$ cat config.mk
export PLATFORM = sky130hd
export DESIGN_NAME = dbi_cmd_engine
export DESIGN_NICKNAME = d
export VERILOG_FILES = /design/src/rtl/dbi_pkg.sv /design/src/rtl/dbi_rate_sel.sv /design/src/rtl/dbi_byte_shifter.sv /design/src/rtl/dbi_cmd_engine.sv
export SDC_FILE = /design/constraint.sdc
export NUM_CORES = 1
export LEC_CHECK = 0
export ABC_AREA = 1
export BUFFER_PORTS_ARGS = -buffer_cell sky130_fd_sc_hd__buf_4
export CORE_MARGIN = 5
export CORE_UTILIZATION = 60
export DETAILED_ROUTE_END_ITERATION = 10
export HOLD_SLACK_MARGIN = 0.15
export PLACE_DENSITY = 0.85
export SLEW_MARGIN = 10
export SYNTH_ARGS = -nofsm -noshare
export SYNTH_HDL_FRONTEND = slang
export SYNTH_HIERARCHICAL = 1
export SYNTH_SLANG_ARGS = --single-unit
$ cat constraint.sdc
create_clock -name clk -period 6.4 [get_ports clk]
set_clock_uncertainty 0.05 [all_clocks]
set_input_delay 0.32 -clock clk [delete_from_list [all_inputs] [get_ports clk]]
set_output_delay 0.32 -clock clk [all_outputs]
set_load 0.02 [all_outputs]
$ cat src/rtl/dbi_pkg.sv
`timescale 1ns/1ps
package dbi_pkg;

    typedef enum logic [2:0] {
        ST_IDLE,
        ST_CMD,
        ST_PWAIT,
        ST_PARAM,
        ST_RX,
        ST_FIN
    } eng_state_t;

    typedef enum logic [1:0] {
        RATE_SHORT,
        RATE_LONG,
        RATE_READ
    } rate_cls_t;

    // Commands allowed on the receive path.
    function automatic logic is_read_cmd(input logic [7:0] c);
        logic hit;
        case (c)
            8'h04, 8'h06, 8'h07, 8'h08, 8'h09, 8'h0A, 8'h0B, 8'h0C,
            8'h0D, 8'h0E, 8'h0F, 8'h2E, 8'h3E, 8'h45, 8'h52, 8'h54,
            8'h56, 8'h5F, 8'hA1, 8'hA8: hit = 1'b1;
            default:                    hit = 1'b0;
        endcase
        return hit;
    endfunction

    // Commands whose answer starts with one extra clock.
    function automatic logic has_dummy_clk(input logic [7:0] c);
        return (c == 8'h04) || (c == 8'h09);
    endfunction

endpackage

$ cat src/rtl/dbi_rate_sel.sv
`timescale 1ns/1ps
module dbi_rate_sel
    import dbi_pkg::*;
#(
    parameter int DIV_W          = 8,
    parameter int SHORT_HALF_MIN = 10,
    parameter int READ_HALF_MIN  = 50
) (
    input  logic [DIV_W-1:0] cfg_half,
    input  rate_cls_t        cls,
    output logic [DIV_W:0]   half
);
    localparam int HW = DIV_W + 1;
    localparam logic [HW-1:0] SMIN = HW'(SHORT_HALF_MIN);
    localparam logic [HW-1:0] RMIN = HW'(READ_HALF_MIN);

    logic [HW-1:0] base;
    logic [HW-1:0] dbl;

    always_comb begin
        base = (cfg_half == '0) ? HW'(1) : {1'b0, cfg_half};
        dbl  = base << 1;
        unique case (cls)
            RATE_SHORT: half = (base < SMIN) ? SMIN : base;
            RATE_LONG:  half = base;
            RATE_READ:  half = (dbl < RMIN) ? RMIN : dbl;
            default:    half = base;
        endcase
    end

endmodule

$ cat src/rtl/dbi_byte_shifter.sv
`timescale 1ns/1ps
module dbi_byte_shifter #(
    parameter int HW = 9
) (
    input  logic          clk,
    input  logic          rst_n,
    input  logic          start,
    input  logic [7:0]    tx_byte,
    input  logic [HW-1:0] half,
    input  logic          miso,
    output logic          sclk,
    output logic          mosi,
    output logic          active,
    output logic          done,
    output logic [7:0]    rx_byte
);
    logic [7:0]    sh_q;
    logic [HW-1:0] half_q;
    logic [HW-1:0] cnt_q;
    logic [2:0]    bit_q;

    always_ff @(posedge clk or negedge rst_n) begin
        if (!rst_n) begin
            sh_q    <= 8'h00;
            half_q  <= HW'(1);
            cnt_q   <= '0;
            bit_q   <= 3'd0;
            sclk    <= 1'b0;
            active  <= 1'b0;
            done    <= 1'b0;
            rx_byte <= 8'h00;
        end else begin
            done <= 1'b0;
            if (start && !active) begin
                active <= 1'b1;
                sh_q   <= tx_byte;
                half_q <= half;
                cnt_q  <= '0;
                bit_q  <= 3'd0;
                sclk   <= 1'b0;
            end else if (active) begin
                if (cnt_q == half_q - HW'(1)) begin
                    cnt_q <= '0;
                    if (!sclk) begin
                        sclk    <= 1'b1;
                        rx_byte <= {rx_byte[6:0], miso};
                    end else begin
                        sclk  <= 1'b0;
                        sh_q  <= {sh_q[6:0], 1'b0};
                        bit_q <= bit_q + 3'd1;
                        if (bit_q == 3'd7) begin
                            active <= 1'b0;
                            done   <= 1'b1;
                        end
                    end
                end else begin
                    cnt_q <= cnt_q + HW'(1);
                end
            end
        end
    end

    assign mosi = sh_q[7];

    p_clk_rests_low_r2: assert property (@(posedge clk) disable iff (!rst_n)
        !active |-> !sclk);
    p_half_nonzero_r10: assert property (@(posedge clk) disable iff (!rst_n)
        (start && !active) |-> (half != '0));

endmodule

$ cat src/rtl/dbi_cmd_engine.sv
`timescale 1ns/1ps
module dbi_cmd_engine
    import dbi_pkg::*;
#(
    parameter int LEN_W          = 8,
    parameter int DIV_W          = 8,
    parameter int SHORT_HALF_MIN = 10,
    parameter int READ_HALF_MIN  = 50,
    parameter int SHORT_XFER_MAX = 64
) (
    input  logic             clk,
    input  logic             rst_n,
    input  logic             req_valid,
    input  logic [7:0]       req_cmd,
    input  logic [LEN_W-1:0] req_len,
    input  logic             req_rd,
    input  logic [DIV_W-1:0] cfg_half_div,
    input  logic [7:0]       par_data,
    input  logic             par_valid,
    output logic             par_ready,
    output logic [7:0]       rd_data,
    output logic             rd_valid,
    output logic             busy,
    output logic             done,
    output logic             err,
    output logic             spi_sclk,
    output logic             spi_mosi,
    input  logic             spi_miso,
    output logic             spi_cs_n,
    output logic             spi_dc
);
    localparam int HW = DIV_W + 1;

    eng_state_t st, st_nx;

    logic            sh_start, sh_active, sh_done;
    logic [7:0]      sh_byte, sh_rx;
    rate_cls_t       sh_cls;
    logic [HW-1:0]   sh_half;

    logic [LEN_W-1:0] len_q, cnt_q;
    logic             rd_q, dmy_q, first_q, err_q, rdv_q;
    logic [7:0]       prev_q, rdd_q;

    logic req_in_tbl, req_route_rd, req_dmy, req_bad, long_q;

    always_comb begin
        req_in_tbl   = is_read_cmd(req_cmd);
        req_dmy      = has_dummy_clk(req_cmd);
        req_route_rd = req_rd | req_in_tbl;
        req_bad      = req_route_rd &&
                       (!req_in_tbl || (req_len == '0) ||
                        (req_dmy && (req_len != LEN_W'(3)) && (req_len != LEN_W'(4))));
        long_q       = 32'(len_q) > 32'(SHORT_XFER_MAX);
    end

    dbi_rate_sel #(
        .DIV_W          (DIV_W),
        .SHORT_HALF_MIN (SHORT_HALF_MIN),
        .READ_HALF_MIN  (READ_HALF_MIN)
    ) u_rate (
        .cfg_half (cfg_half_div),
        .cls      (sh_cls),
        .half     (sh_half)
    );

    dbi_byte_shifter #(.HW(HW)) u_shift (
        .clk     (clk),
        .rst_n   (rst_n),
        .start   (sh_start),
        .tx_byte (sh_byte),
        .half    (sh_half),
        .miso    (spi_miso),
        .sclk    (spi_sclk),
        .mosi    (spi_mosi),
        .active  (sh_active),
        .done    (sh_done),
        .rx_byte (sh_rx)
    );

    // Next state and the shifter launch that goes with each transition.
    always_comb begin
        st_nx    = st;
        sh_start = 1'b0;
        sh_byte  = 8'h00;
        sh_cls   = RATE_SHORT;
        unique case (st)
            ST_IDLE: begin
                if (req_valid && !req_bad) begin
                    st_nx    = ST_CMD;
                    sh_start = 1'b1;
                    sh_byte  = req_cmd;
                end
            end
            ST_CMD: begin
                if (sh_done) begin
                    if (rd_q) begin
                        st_nx    = ST_RX;
                        sh_start = 1'b1;
                        sh_cls   = RATE_READ;
                    end else if (len_q == '0) begin
                        st_nx = ST_FIN;
                    end else begin
                        st_nx = ST_PWAIT;
                    end
                end
            end
            ST_PWAIT: begin
                if (par_valid) begin
                    st_nx    = ST_PARAM;
                    sh_start = 1'b1;
                    sh_byte  = par_data;
                    sh_cls   = long_q ? RATE_LONG : RATE_SHORT;
                end
            end
            ST_PARAM: begin
                if (sh_done) st_nx = (cnt_q == '0) ? ST_FIN : ST_PWAIT;
            end
            ST_RX: begin
                if (sh_done) begin
                    if (cnt_q == '0) begin
                        st_nx = ST_FIN;
                    end else begin
                        sh_start = 1'b1;
                        sh_cls   = RATE_READ;
                    end
                end
            end
            ST_FIN:  st_nx = ST_IDLE;
            default: st_nx = ST_IDLE;
        endcase
    end

    always_ff @(posedge clk or negedge rst_n) begin
        if (!rst_n) st <= ST_IDLE;
        else        st <= st_nx;
    end

    // Request latch, byte counter and read realignment.
    always_ff @(posedge clk or negedge rst_n) begin
        if (!rst_n) begin
            len_q   <= '0;
            cnt_q   <= '0;
            rd_q    <= 1'b0;
            dmy_q   <= 1'b0;
            first_q <= 1'b0;
            err_q   <= 1'b0;
            rdv_q   <= 1'b0;
            prev_q  <= 8'h00;
            rdd_q   <= 8'h00;
        end else begin
            err_q <= 1'b0;
            rdv_q <= 1'b0;
            if (st == ST_IDLE) begin
                if (req_valid) begin
                    if (req_bad) begin
                        err_q <= 1'b1;
                    end else begin
                        len_q   <= req_len;
                        rd_q    <= req_route_rd;
                        dmy_q   <= req_dmy;
                        first_q <= 1'b1;
                    end
                end
            end else if (st == ST_CMD) begin
                if (sh_done)
                    cnt_q <= rd_q ? (len_q + {{(LEN_W-1){1'b0}}, dmy_q} - LEN_W'(1))
                                  : len_q;
            end else if (st == ST_PWAIT) begin
                if (par_valid) cnt_q <= cnt_q - LEN_W'(1);
            end else if (st == ST_RX) begin
                if (sh_done) begin
                    first_q <= 1'b0;
                    prev_q  <= sh_rx;
                    if (!dmy_q) begin
                        rdd_q <= sh_rx;
                        rdv_q <= 1'b1;
                    end else if (!first_q) begin
                        rdd_q <= {prev_q[6:0], sh_rx[7]};
                        rdv_q <= 1'b1;
                    end
                    if (cnt_q != '0) cnt_q <= cnt_q - LEN_W'(1);
                end
            end
        end
    end

    // Outputs decoded from the state.
    always_comb begin
        busy      = (st != ST_IDLE);
        done      = (st == ST_FIN);
        spi_cs_n  = (st == ST_IDLE) || (st == ST_FIN);
        spi_dc    = (st == ST_PWAIT) || (st == ST_PARAM);
        par_ready = (st == ST_PWAIT);
        err       = err_q;
        rd_valid  = rdv_q;
        rd_data   = rdd_q;
    end

    p_select_held_r4: assert property (@(posedge clk) disable iff (!rst_n)
        sh_active |-> !spi_cs_n);
    p_dc_steady_r3: assert property (@(posedge clk) disable iff (!rst_n)
        (sh_active && $past(sh_active)) |-> $stable(spi_dc));
    p_start_when_free_r2: assert property (@(posedge clk) disable iff (!rst_n)
        sh_start |-> !sh_active);
    p_err_quiet_r12: assert property (@(posedge clk) disable iff (!rst_n)
        err |-> (!busy && spi_cs_n));
    p_done_single_r12: assert property (@(posedge clk) disable iff (!rst_n)
        done |=> !done);
    p_rd_from_rx_r5: assert property (@(posedge clk) disable iff (!rst_n)
        rd_valid |-> $past(st == ST_RX));
    p_par_ready_idle_shift_r3: assert property (@(posedge clk) disable iff (!rst_n)
        par_ready |-> !sh_active);

endmodule

[Word level (Yosys, flattened, before mapping)]
Cells that the tools add are included.
Operators by class
  equality and inequality tests: 42
  $add $sub $neg: 6
  bitwise gates (word level): 7
  order comparisons: 3
  reductions and logical operators: 39
  mux-type cells: 84
Operator list (count)
  two-way mux 8 bit: 17
  equality test 8 x 4 -> 1 bit (second input constant): 8
  two-way mux 9 bit: 5
  equality test 8 x 7 -> 1 bit (second input constant): 5
  two-way mux 1 bit: 40
  two-way mux 3 bit: 13
  zero test 8 bit: 4
  equality test 8 x 3 -> 1 bit (second input constant): 3
  AND reduction 6 bit: 4
  OR reduction 20 bit: 1
  one-hot mux 9 bit (2 select lines): 1
  equality test 8 x 6 -> 1 bit (second input constant): 2
  equality test 8 bit (second input constant): 2
  one-hot mux 8 bit (2 select lines): 1
  subtractor 8 x 1 -> 8 bit (second input constant): 2
  one-hot mux 3 bit (5 select lines): 1
  != test 2 bit (second input constant): 6
  nonzero test 2 bit: 6
  != test 2 x 1 -> 1 bit (second input constant): 5
  adder 9 x 1 -> 9 bit (second input constant): 1
  equality test 3 bit (second input constant): 3
  equality test 9 bit: 1
  less-than comparator 9 x 4 -> 1 bit (second input constant): 1
  less-than comparator 9 x 6 -> 1 bit (second input constant): 1
  26 further kinds: 48
Storage, ports and cells
  bits in registers: 79
  output and inout bits: 17
  word-level logic and storage cells: 199

[Logic depth before layout (Yosys ltp)]
  depth after elaboration: 14
  depth in mapped cells: 20

[By module]
The synthesis kept the hierarchy.
By module, submodules not included
  dbi_cmd_engine: area an instance 2598.7 µm², instances 1, seq. area each 975.9 µm², cells an instance 360
  dbi_byte_shifter: area an instance 2337.2 µm², instances 1, seq. area each 1002.2 µm², cells an instance 315
  dbi_rate_sel: area an instance 255.2 µm², instances 1, seq. area each 0.0 µm², cells an instance 51

[Worst setup path after synthesis]
No wires, ideal clock.
  path type: flip-flop to flip-flop
  start point: reg st[0]
  end point: reg u_shift.sh_q[4]
  library setup time: 66 ps
  path slack: 4058 ps
  arrival time: 2226 ps
  stages on the path, launching flop included: 16
  cells stage by stage: dfrtp_1 -> nor2_1 -> inv_1 -> nor2_1 -> inv_2 -> nor2_4 -> nand2_8 -> buf_6 -> nand3b_1 -> nand2_1 -> inv_1 -> clkbuf_1 -> nand2_1 -> nand2_1 -> nand3_1 -> nand2_1
Between the ends
  word-level cells in the longest chain between the ends: 5
Ends and longest elaborated chain
  from (decl): line dbi_cmd_engine.sv:34  | eng_state_t st, st_nx;
  from (signal assigned): line dbi_cmd_engine.sv:136  | else st <= st_nx;
  equality test 3 bit (tied with other cells): line dbi_cmd_engine.sv:87  | unique case (st)
  one-hot mux 1 bit (4 select lines) *: line dbi_cmd_engine.sv:87
  net sh_start: line dbi_cmd_engine.sv:36  | logic sh_start, sh_active, sh_done;
  logical AND 1 bit *: line dbi_byte_shifter.sv:34  | if (start && !active) begin
  nonzero test 2 bit (no line)
  AND reduction 3 bit (no line)
  to (signal assigned): line dbi_byte_shifter.sv:36  | sh_q <= tx_byte;
  to (signal assigned): line dbi_byte_shifter.sv:49  | sh_q <= {sh_q[6:0], 1'b0};
  to (decl): line dbi_byte_shifter.sv:17  | logic [7:0] sh_q;
Mark *: on every way through the listed nets, which the timed path passes. The rest lies on a longest branch.
A chain may end at the register's enable or synchronous reset.

==> impl_results.md <==
* Status: finished with violations
* Failing checks: design-rule violations
* CP arrival at 3.34 ns
* Yosys top cell by area: dfrtp_1
* DR pass1 iterations at 10
* Total Wirelength at 11,940 um
* RSZ-0062 raised after global routing: no
* Fraction of registers with async set/reset at 1.000
* Fin. Hold Viols at 0
* GR Util All Layers at 0.2452
* Finished Cell Area at 5864 um^2
* Post-synth EDFFs at 0
* Synthesized flop and latch total at approximately 80
* DP Wirelength at 8972 um
* Worst Slack Setup Final at ~3.3 ns
* Fin crit period at ~3.1 ns
* CP Capture Type: flip-flop
* DIE AREA at approximately 11,000 um^2
* H-tree Lvls at 3
* Worst Max-Slew Pin Slew at about 1 ns
* Post-CTS setup buffer count at 0
* Worst hold path class: input port to flip-flop
* Clock sinks at 79
* TritonCTS buffer count at 9
* Fillers at 732
* Die Span Y at ~100 um
* Fmax at ~0.32 GHz
* Via count at about 5,000
* Total Negative Setup Slacks at 0 ns
* CP Buf/Inv Count at 4
* Synth Instances at between 700 and 800
* Synth top cells by count: 243 x nand2_1, 81 x nor2_1, 78 x dfrtp_1, 70 x inv_1, 46 x nand3_1
* Met3 wire length at around 740 um
* Pwr dens at roughly 270 nW/um^2
* Final antenna-violating net count at 0
* Nets at 824
* Placed cell area at about 5600 um^2
* Max FO, Critical Path at 24
* Number of global-route vias before repair at ~4,700
* Wire length on met2 at roughly 5900 um
* Flop2flop setup slack at ~3.3 ns
* Max Root-Sink Buffers at 2
* Maximum VDD drop at 0.1477 mV
* Setup-failing EPs final at 0
* Critical path cell sequence: inv_1 > ha_1 > nand3_1 > nor2_1 > nor2_1 > a21oi_1 > nor2_1 > nand3b_1 > nand2_1 > inv_1 > nor2_1 > o21bai_1 > inv_1 > nand2_1 > inv_1
* Worst Setup EP: u_shift/sh_q[0]
* Share of layout cells above drive strength 1 at 0.1852
* # diodes at 0
* # rows at 34
* Main flop type after synthesis: dfrtp_1
* Ys Warns at 6
* CP Depth at 15
* Comb power frac at 0.351
* Clock root buffer master: clkbuf_8
* Core area at 8593 um^2
* Post-synthesis net count at just under 800
* Final period utilization at 0.4882
* Top cells by area, synth: dfrtp_1 38%, nand2_1 18%, nor2_1 5.9%
* Yosys top cell area share at 0.3760
* Critical Path Start Type: flip-flop
* CP Class: flip-flop to flip-flop
* Routed met1 length at 5081 um
* Crit path required time at about 6.6 ns
* Port bufs at 54
* P_leak at 0.003074 uW
* Reg2reg path depth at 15
* Largest net degree at the start of global routing at 80
* Sw Ratio at 0.4036
* Via density at 5.554
* Wire per inst at between 10 and 15 um
* Drt first-iter violations at approximately 230
* R2r endpoint: u_shift/sh_q[0]
* Mapped Area at between 5000 and 6000 um^2
* Pint at between 900 and 1000 uW
* Placer Congestion at slightly above 1
* Sw power at 644.1 uW
* Area growth, synth to finish at 12.97%
* Clock slew at reported path FFs at ~0.090 ns
* Top-count cell post-synth: nand2_1
* Initial Utilization at 0.6041
* Number of I/O pins at 55
* Critical path launch point: cnt_q[0]
* Pre-CTS worst setup slack at around 3.2 ns
* Slew headroom at 0.3397
* Unique masters post-synth at 39
* Clock power frac at 0.249
* CP delay by family, top: simple AND/OR/NAND/NOR gates
* Reg-to-reg startpoint: cnt_q[0]
* First-pass GRT wire length at ~21,000 um
* # DRC at 1
* Worst-skew pair later-pin latency at ~0.37 ns
* Syn Area/Cell at about 7.2 um^2
* CTS tree: yes
* Power Total at 1596 uW
* Initial antenna violation count at 0
* Max-cap violations at 0
* Slowest cell on crit path: nand2_1
* Total congestion overflow at 0
* Die Wd at slightly above 100 um
* Sequential share of power at 0.399
* Final Max Slew Viols at 0
* CP peak stage delay at 0.48 ns
* Sequential area share after synthesis at 0.3811
* Top layer in use: met4
==> registers in the layout (all words and copies together) (netlist names), 7 cells and up <==
name	cells
u_shift/half_q	9
u_shift/rx_byte	8
len_q	8
u_shift/cnt_q	9
cnt_q	8
u_shift/sh_q	8
rd_data	8
prev_q	7
==> what timing repair did <==
item | in CTS | in global routing
endpoints found under the hold margin | 79 | 0
setup endpoints to repair | 0 | 0
hold buffers | 2 | 0
gates resized for setup | 0 | 0
==> tightest hold or removal path: stages <==
cell,delay (ns)
buf_4,0.10
nand3_1,0.06
nand2_1,0.06
==> cells by family after synthesis <==
| group | share of synthesized area |
|---|---|
| flops | 0.3811 |
| compound gates | 0.1022 |
| mux | 0.01519 |
| fa+ha+maj | 0.01928 |
| buf+inv | 0.07737 |
| xor+xnor | 0.02700 |
| simple gates | 0.3779 |
==> cell type report <==
type	count	area, um^2	area share
flip-flops and latches	79	1978	0.3373
repair buffers	56	425.4	0.07254
well taps	108	135.1	0.02304
multi-input cells	551	2811	0.4794
inverters	81	304.0	0.05185
clock buffers	9	123.9	0.02112
clock inverters	7	86.33	0.01472
==> power by group through the flow <==
| stage | Clock (uW) | Sequential [uW] | Combinational (uW) |
|---|---|---|---|
| after CTS | 404 | 636 | 558 |
| after detailed placement | 0 | 646 | 555 |
| after global placement | 0 | 643 | 536 |
| final | 398 | 637 | 561 |
| after global routing | 426 | 649 | 640 |
| after floorplan | 0 | 624 | 425 |
==> stage by stage <==
step	utilization	hold WS (ns)	instances
floorplan	-	-0.02559	726
global placement	0.6556	0.4040	873
detailed placement	0.6556	0.4097	873
CTS	0.6824	0.1573	891
global route	0.6824	0.1546	891
finish	0.6824	0.1645	891
==> cell usage in the layout (no fill, tap or decap), types with 11 or more instances in the layout <==
cell	Yosys	layout
nand4_1	16	16
o21ai_2	17	17
nand2_1	243	243
nor2_1	81	81
nor3_1	12	12
dfrtp_1	78	78
o21ai_0	29	29
nand3_1	46	46
a21oi_1	11	11
buf_4	1	54
inv_1	70	70
==> per-layer routing <==
layer,global-route usage,vias to the layer above
li1,-,2441
met1,0.3083,2303
met2,0.4139,174
met3,0.05751,31
met4,0.08566,0
met5,0,-
==> how the worst min path moves through the flow <==
stage                          from               to  slack, ns  depth (start not counted)
floorplan                     rst_n         cnt_q[0]      -0.03                          0
global placement    u_shift/sh_q[2]  u_shift/sh_q[2]       0.40                          2
detailed placement  u_shift/sh_q[1]  u_shift/sh_q[1]       0.41                          2
CTS                      req_len[0]         len_q[0]       0.16                          3
global route             req_len[0]         len_q[0]       0.15                          3
finish                   req_len[0]         len_q[0]       0.16                          3
(Power assumes the default switching activity.)
